[config.mk]
export PLATFORM = sky130hd
export DESIGN_NAME = dram_ref_sched
export DESIGN_NICKNAME = d
export VERILOG_FILES = /design/src/rtl/dram_ref_pkg.sv /design/src/rtl/dram_ref_interval.sv /design/src/rtl/dram_ref_pending.sv /design/src/rtl/dram_ref_cbr_seq.sv /design/src/rtl/dram_ref_sched.sv
export SDC_FILE = /design/constraint.sdc
export NUM_CORES = 1
export LEC_CHECK = 0
export CAP_MARGIN = 20
export CORE_MARGIN = 2
export CORE_UTILIZATION = 49
export CTS_BUF_LIST = sky130_fd_sc_hd__clkbuf_4 sky130_fd_sc_hd__clkbuf_8
export DETAILED_ROUTE_END_ITERATION = 6
export PLACE_DENSITY = 0.68
export SYNTH_ARGS = -nofsm -noshare
export SYNTH_HDL_FRONTEND = slang
export SYNTH_SLANG_ARGS = --single-unit
[constraint.sdc]
create_clock -name clk -period 3.3 [get_ports clk]
set_input_delay 0.33 -clock clk [delete_from_list [all_inputs] [get_ports clk]]
set_output_delay 0.33 -clock clk [all_outputs]
set_load 0.01 [all_outputs]
[src/rtl/dram_ref_pkg.sv]
// Shared types for the refresh scheduler.
package dram_ref_pkg;
    // Strobe sequencer states, one CAS-before-RAS cycle in order
    typedef enum logic [1:0] {
        SEQ_IDLE  = 2'd0,
        SEQ_SETUP = 2'd1,
        SEQ_ACT   = 2'd2,
        SEQ_PRE   = 2'd3
    } seq_state_e;

    // Power-up phases of the scheduler
    typedef enum logic [1:0] {
        PH_PAUSE = 2'd0,
        PH_WAKE  = 2'd1,
        PH_RUN   = 2'd2
    } phase_e;
endpackage

[src/rtl/dram_ref_interval.sv]
// Interval timer: emits one tick every INTERVAL_CYCLES clocks while run is high.
// Assumes INTERVAL_CYCLES >= 2. Clearing run restarts the count from zero.
module dram_ref_interval #(
    parameter int INTERVAL_CYCLES = 1562
) (
    input  logic clk,
    input  logic rst_n,
    input  logic run,
    output logic tick
);
    localparam int ICW = $clog2(INTERVAL_CYCLES + 1);

    logic [ICW-1:0] cnt_q;

    assign tick = run && (cnt_q == ICW'(INTERVAL_CYCLES - 1));

    // Free-running modulo counter, held at zero outside the run phase
    always_ff @(posedge clk) begin
        if (!rst_n || !run) cnt_q <= '0;
        else if (tick)      cnt_q <= '0;
        else                cnt_q <= cnt_q + 1'b1;
    end
endmodule

[src/rtl/dram_ref_pending.sv]
// Saturating pending-refresh counter with a preload for the wake-up burst.
// Assumes dec is only raised while the count is nonzero.
module dram_ref_pending #(
    parameter int PEND_MAX = 8,
    parameter int PCW      = 4
) (
    input  logic           clk,
    input  logic           rst_n,
    input  logic           load,
    input  logic [PCW-1:0] load_val,
    input  logic           inc,
    input  logic           dec,
    output logic [PCW-1:0] count,
    output logic [PCW-1:0] count_next
);
    logic [PCW-1:0] cnt_q;

    // Next value: preload wins, otherwise add ticks and remove completed cycles
    always_comb begin
        count_next = cnt_q;
        if (load)
            count_next = load_val;
        else if (inc && !dec && (cnt_q != PCW'(PEND_MAX)))
            count_next = cnt_q + 1'b1;
        else if (dec && !inc)
            count_next = cnt_q - 1'b1;
    end

    // Count register
    always_ff @(posedge clk) begin
        if (!rst_n) cnt_q <= '0;
        else        cnt_q <= count_next;
    end

    assign count = cnt_q;
endmodule

[src/rtl/dram_ref_cbr_seq.sv]
// Strobe sequencer for one CAS-before-RAS refresh cycle:
// SETUP (CAS low) -> ACT (RAS low, CAS released after T_CHR) -> PRE (both high).
// Assumes T_CSR >= 1, 1 <= T_CHR <= T_RAS, T_RP >= 1, and grant held while active.
module dram_ref_cbr_seq
    import dram_ref_pkg::*;
#(
    parameter int T_CSR = 1,
    parameter int T_CHR = 2,
    parameter int T_RAS = 6,
    parameter int T_RP  = 4
) (
    input  logic clk,
    input  logic rst_n,
    input  logic start_ok,
    input  logic more_ok,
    output logic ras_n,
    output logic cas_n,
    output logic active,
    output logic done
);
    localparam int MAX_A = (T_CSR > T_RAS) ? T_CSR : T_RAS;
    localparam int MAXT  = (MAX_A > T_RP) ? MAX_A : T_RP;
    localparam int CW    = $clog2(MAXT + 1);

    seq_state_e    state_q;
    logic [CW-1:0] cnt_q;

    assign done   = (state_q == SEQ_PRE) && (cnt_q == '0);
    assign active = (state_q != SEQ_IDLE);
    assign ras_n  = (state_q != SEQ_ACT);
    assign cas_n  = !((state_q == SEQ_SETUP) ||
                      ((state_q == SEQ_ACT) && (cnt_q >= CW'(T_RAS - T_CHR))));

    // Phase walk with a down-counter loaded with each phase length
    always_ff @(posedge clk) begin
        if (!rst_n) begin
            state_q <= SEQ_IDLE;
            cnt_q   <= '0;
        end else begin
            unique case (state_q)
                SEQ_IDLE: if (start_ok) begin
                    state_q <= SEQ_SETUP;
                    cnt_q   <= CW'(T_CSR - 1);
                end
                SEQ_SETUP: if (cnt_q == '0) begin
                    state_q <= SEQ_ACT;
                    cnt_q   <= CW'(T_RAS - 1);
                end else cnt_q <= cnt_q - 1'b1;
                SEQ_ACT: if (cnt_q == '0) begin
                    state_q <= SEQ_PRE;
                    cnt_q   <= CW'(T_RP - 1);
                end else cnt_q <= cnt_q - 1'b1;
                SEQ_PRE: if (cnt_q == '0) begin
                    state_q <= more_ok ? SEQ_SETUP : SEQ_IDLE;
                    cnt_q   <= more_ok ? CW'(T_CSR - 1) : '0;
                end else cnt_q <= cnt_q - 1'b1;
                default: state_q <= SEQ_IDLE;
            endcase
        end
    end
endmodule

[src/rtl/dram_ref_sched.sv]
// Refresh scheduler top: power-up pause, wake-up burst, periodic refresh.
// Assumes the access controller holds ref_gnt for as long as ref_drive is high,
// and that WAKE_CYCLES <= PEND_MAX.
module dram_ref_sched
    import dram_ref_pkg::*;
#(
    parameter int INIT_CYCLES     = 20000,
    parameter int WAKE_CYCLES     = 8,
    parameter int INTERVAL_CYCLES = 1562,
    parameter int PEND_MAX        = 8,
    parameter int T_CSR           = 1,
    parameter int T_CHR           = 2,
    parameter int T_RAS           = 6,
    parameter int T_RP            = 4,
    localparam int PCW            = $clog2(PEND_MAX + 1)
) (
    input  logic           clk,
    input  logic           rst_n,
    input  logic           ref_gnt,
    output logic           ref_req,
    output logic           ref_drive,
    output logic           ref_ras_n,
    output logic           ref_cas_n,
    output logic           ready,
    output logic [PCW-1:0] pend_count
);
    localparam int PSW = $clog2(INIT_CYCLES + 1);

    phase_e         phase_q;
    logic [PSW-1:0] pause_q;
    logic           pause_end;
    logic           tick;
    logic           cyc_done;
    logic [PCW-1:0] pend_next;

    assign pause_end = (phase_q == PH_PAUSE) && (pause_q == PSW'(INIT_CYCLES - 1));

    // Power-up phase tracking: pause, wake burst, then steady running
    always_ff @(posedge clk) begin
        if (!rst_n) begin
            phase_q <= PH_PAUSE;
            pause_q <= '0;
        end else begin
            unique case (phase_q)
                PH_PAUSE: begin
                    if (pause_end) phase_q <= PH_WAKE;
                    else           pause_q <= pause_q + 1'b1;
                end
                PH_WAKE: if (cyc_done && (pend_next == '0)) phase_q <= PH_RUN;
                default: phase_q <= phase_q;
            endcase
        end
    end

    dram_ref_interval #(
        .INTERVAL_CYCLES(INTERVAL_CYCLES)
    ) interval_i (
        .clk  (clk),
        .rst_n(rst_n),
        .run  (phase_q == PH_RUN),
        .tick (tick)
    );

    dram_ref_pending #(
        .PEND_MAX(PEND_MAX),
        .PCW     (PCW)
    ) pending_i (
        .clk       (clk),
        .rst_n     (rst_n),
        .load      (pause_end),
        .load_val  (PCW'(WAKE_CYCLES)),
        .inc       (tick),
        .dec       (cyc_done),
        .count     (pend_count),
        .count_next(pend_next)
    );

    dram_ref_cbr_seq #(
        .T_CSR(T_CSR),
        .T_CHR(T_CHR),
        .T_RAS(T_RAS),
        .T_RP (T_RP)
    ) seq_i (
        .clk     (clk),
        .rst_n   (rst_n),
        .start_ok((pend_count != '0) && ref_gnt),
        .more_ok ((pend_next != '0) && ref_gnt),
        .ras_n   (ref_ras_n),
        .cas_n   (ref_cas_n),
        .active  (ref_drive),
        .done    (cyc_done)
    );

    assign ref_req = (pend_count != '0);
    assign ready   = (phase_q == PH_RUN);
endmodule

==> impl_metrics.env <==
export IMPL_status="finished, final reports clean"
export IMPL_p_leak_nw=0.8532
export IMPL_setup_ws_ns=0.6380
export IMPL_synth_common_cells="dfxtp_1, nor2_1, nand2_1, xnor2_1, nand3_1"
export IMPL_reg2reg_to="phase_q[0]"
export IMPL_drive_gt1_share_pct=6.198
export IMPL_yosys_area_top_type="dfxtp_1"
export IMPL_max_slew_margin_pct=64.40
export IMPL_drc=0
export IMPL_max_stage_delay_ns=0.58
export IMPL_critPathRequiredTime_ns=3.47
export IMPL_detail_route_antenna_nets=0
export IMPL_synth_compound_area_share_pct=11.13
export IMPL_critPathKind="flip-flop to flip-flop"
export IMPL_clock_path_buffers=2
export IMPL_setup_viol=0
export IMPL_crit_slowest_cell="or4b_1"
export IMPL_drtIter0Drc=85
export IMPL_postCtsHoldBufs=0
export IMPL_cts_tree="done"
export IMPL_reg2reg_setup_slack_ns=0.64
export IMPL_rsz0062_at_grt="false"
export IMPL_ios=12
export IMPL_via_count=1581
export IMPL_clock_sinks=37
export IMPL_wire_per_inst_um=11.93
export IMPL_place_hpwl_mm=2.476
export IMPL_hp_start="interval_i.cnt_q[0]"
export IMPL_synth_cell_types=44
export IMPL_min_path_cells=1
export IMPL_io_buffer_count=11
export IMPL_synth_edf_count=0
export IMPL_hold_viol=0
export IMPL_synthXorXnorAreaFrac_pct=9.686
export IMPL_cts_root_buf="clkbuf_8"
export IMPL_dp_slack_ns=0.6738
export IMPL_synth_seq_area_share_pct=37.23
export IMPL_synth_top_area_share_pct=37.23
export IMPL_grt_overflow_total=0
export IMPL_start_util_pct=50.46
export IMPL_cts_reportedPaths_clkPinSlew_ns=0.08
export IMPL_async_reset_ff_share_pct=0
export IMPL_firstDrtPassIters=4
export IMPL_r2r_start="seq_i.state_q[0]"
export IMPL_grt_pass1_wl_mm=6.154
export IMPL_dieArea_um2=4586
export IMPL_syn_nets=240
export IMPL_power_density_nw_per_um2=386.2
export IMPL_min_path_type="flip-flop to flip-flop"
export IMPL_cp_max_fo=7
export IMPL_worstPathArrival_ns=2.83
export IMPL_period_share_pct=80.67
export IMPL_start_kind="flip-flop"
export IMPL_design_core_area_um2=3943
export IMPL_yosys_area_share_adder_pct=6.289
export IMPL_worst_pin_slew_ns=0.5340
export IMPL_synthesis_area_um2=1989
export IMPL_grtUsageTotal_pct=17.71
export IMPL_yosys_area_share_simple_pct=29.94
export IMPL_skew_ns=0.01127
export IMPL_cts_made_buffers=5
export IMPL_yosys_top_cells_area="dfxtp_1, ha_1, xnor2_1, nor2_1, xor2_1"
export IMPL_grt_pass1_vias=1429
export IMPL_via_per_inst=5.414
export IMPL_rr_worst_depth=7
export IMPL_area_growth_pct=14.53
export IMPL_fmax_ghz=0.3757
export IMPL_clk_latency_ns=0.29
export IMPL_vdd_drop_max_v=0.0002665
export IMPL_synth_seq_cells=37
export IMPL_final_setup_tns_ns=0
export IMPL_antenna_cells=0
export IMPL_slew_violations=0
export IMPL_die_w_um=67.72
export IMPL_drv_cap=0
export IMPL_cts_max_level=2
export IMPL_post_cts_repair_setup_buffers=0
export IMPL_syn_area_per_cell_um2=8.764
export IMPL_nets=254
export IMPL_postRouteWirelength_mm=3.484
export IMPL_crit_chain="ha_1 -> or4b_1 -> or4_1 -> mux2i_1 -> xor2_1 -> a2111oi_2 -> a31oi_1"
export IMPL_yosysWarnings=0
export IMPL_period_minus_slack_ns=2.662
export IMPL_ys_flop_type="dfxtp_1"
export IMPL_num_rows=23
export IMPL_whs_endpoint="interval_i.cnt_q[0]"
export IMPL_cts_resized=0
export IMPL_crit_path_end_kind="flip-flop"
export IMPL_synth_top_family_by_area="simple AND/OR/NAND/NOR gates"
export IMPL_routabilityCongestion=0.7582
export IMPL_synthMostInstantiatedCell="dfxtp_1"
export IMPL_grt_max_degree=29
export IMPL_antenna_found_initial=0
export IMPL_netlist_instances=227
export IMPL_die_h_um=67.72
export IMPL_synth_area_mux_share_pct=2.516
-- registers in the layout (all words and copies together) (netlist names) --
name / cells
phase_q: 2
pending_i.count: 4
interval_i.cnt_q: 11
pause_q: 15
seq_i.state_q: 2
seq_i.cnt_q: 3
-- layout by cell type (no fill, tap or decap), types with 2 or more instances in the layout --
cell / instances
and2_1: 10
or3_1: 7
clkdlybuf4s50_1: 11
nor2b_1: 9
dfxtp_1: 37
xnor2_1: 14
o211ai_1: 2
a21oi_1: 8
buf_4: 3
nor2_1: 22
nand2_1: 14
xor2_1: 8
a21boi_0: 3
a211oi_1: 3
nand4_1: 10
clkbuf_8: 6
nand3b_1: 3
mux2i_1: 5
and3_1: 6
inv_1: 10
nand3_1: 11
o21ai_0: 4
ha_1: 10
nor4bb_1: 2
-- routing by layer --
metal  vias to the layer above  track usage [%]  part of all wire [%]
met5                         -                0                     0
met4                         0            6.122                   1.6
met3                         6            5.000                   3.8
met2                        18            27.94                    44
met1                       734            23.08                    50
li1                        823                -                     -
-- per-stage QoR --
stage / util, % / instance area, um^2 / power (mW) / hold WS (ns) / instances
final: 57.79 / 2278 / 0.8800 / 0.4885 / 292
after global routing: 57.79 / 2278 / 0.9182 / 0.5286 / 292
after CTS: 57.79 / 2278 / 0.8934 / 0.4956 / 292
after detailed placement: 54.74 / 2158 / 0.4806 / 0.4729 / 284
after global placement: 54.74 / 2158 / 0.4804 / 0.4658 / 284
after floorplan: - / 1989 / 0.4745 / 0.4448 / 227
-- cell type report --
cell class              instances  area, um^2
clock buffers                   7       90.09
clock inverters                 1       30.03
fillers                       371        1664
inverters                      10       37.54
multi-input cells             173        1185
flip-flops and latches         37       740.7
well taps                      50       62.56
repair buffers                 14       132.6
-- worst max-delay path: cells and delay by family, from the launching register on --
family          cells  cell delay (ns)
xor+xnor            1             0.12
compound gates      2             0.55
simple gates        2             1.03
mux                 1             0.18
flops               1             0.41
fa+ha+maj           1             0.24
-- how the worst max path moves through the flow --
stage,startpoint,endpoint,slack [ns],depth (start not counted)
floorplan,seq_i.state_q[0],phase_q[0],0.87,8
global placement,seq_i.state_q[0],phase_q[0],0.72,7
detailed placement,seq_i.state_q[1],phase_q[0],0.67,7
CTS,seq_i.state_q[0],phase_q[0],0.66,7
global route,seq_i.state_q[0],phase_q[0],0.50,7
finish,seq_i.state_q[0],phase_q[0],0.64,7
-- power breakdown --
| part | internal [mW] | switching, mW |
|---|---|---|
| clock network | 0.255 | 0.155 |
| logic | 0.00886 | 0.00808 |
| registers | 0.449 | 0.00376 |
-- kinds of logic (layout without fill, tap and decap cells) --
family	after synthesis	count (layout)
DFF	37	37
muxes	5	5
adders and majority gates	10	10
AOI/OAI and AO/OA	32	32
buffers and inverters	17	32
xor gates and xnor gates	22	22
and+or+nand+nor	104	104
Note: power is estimated with default switching activity, not from simulation.
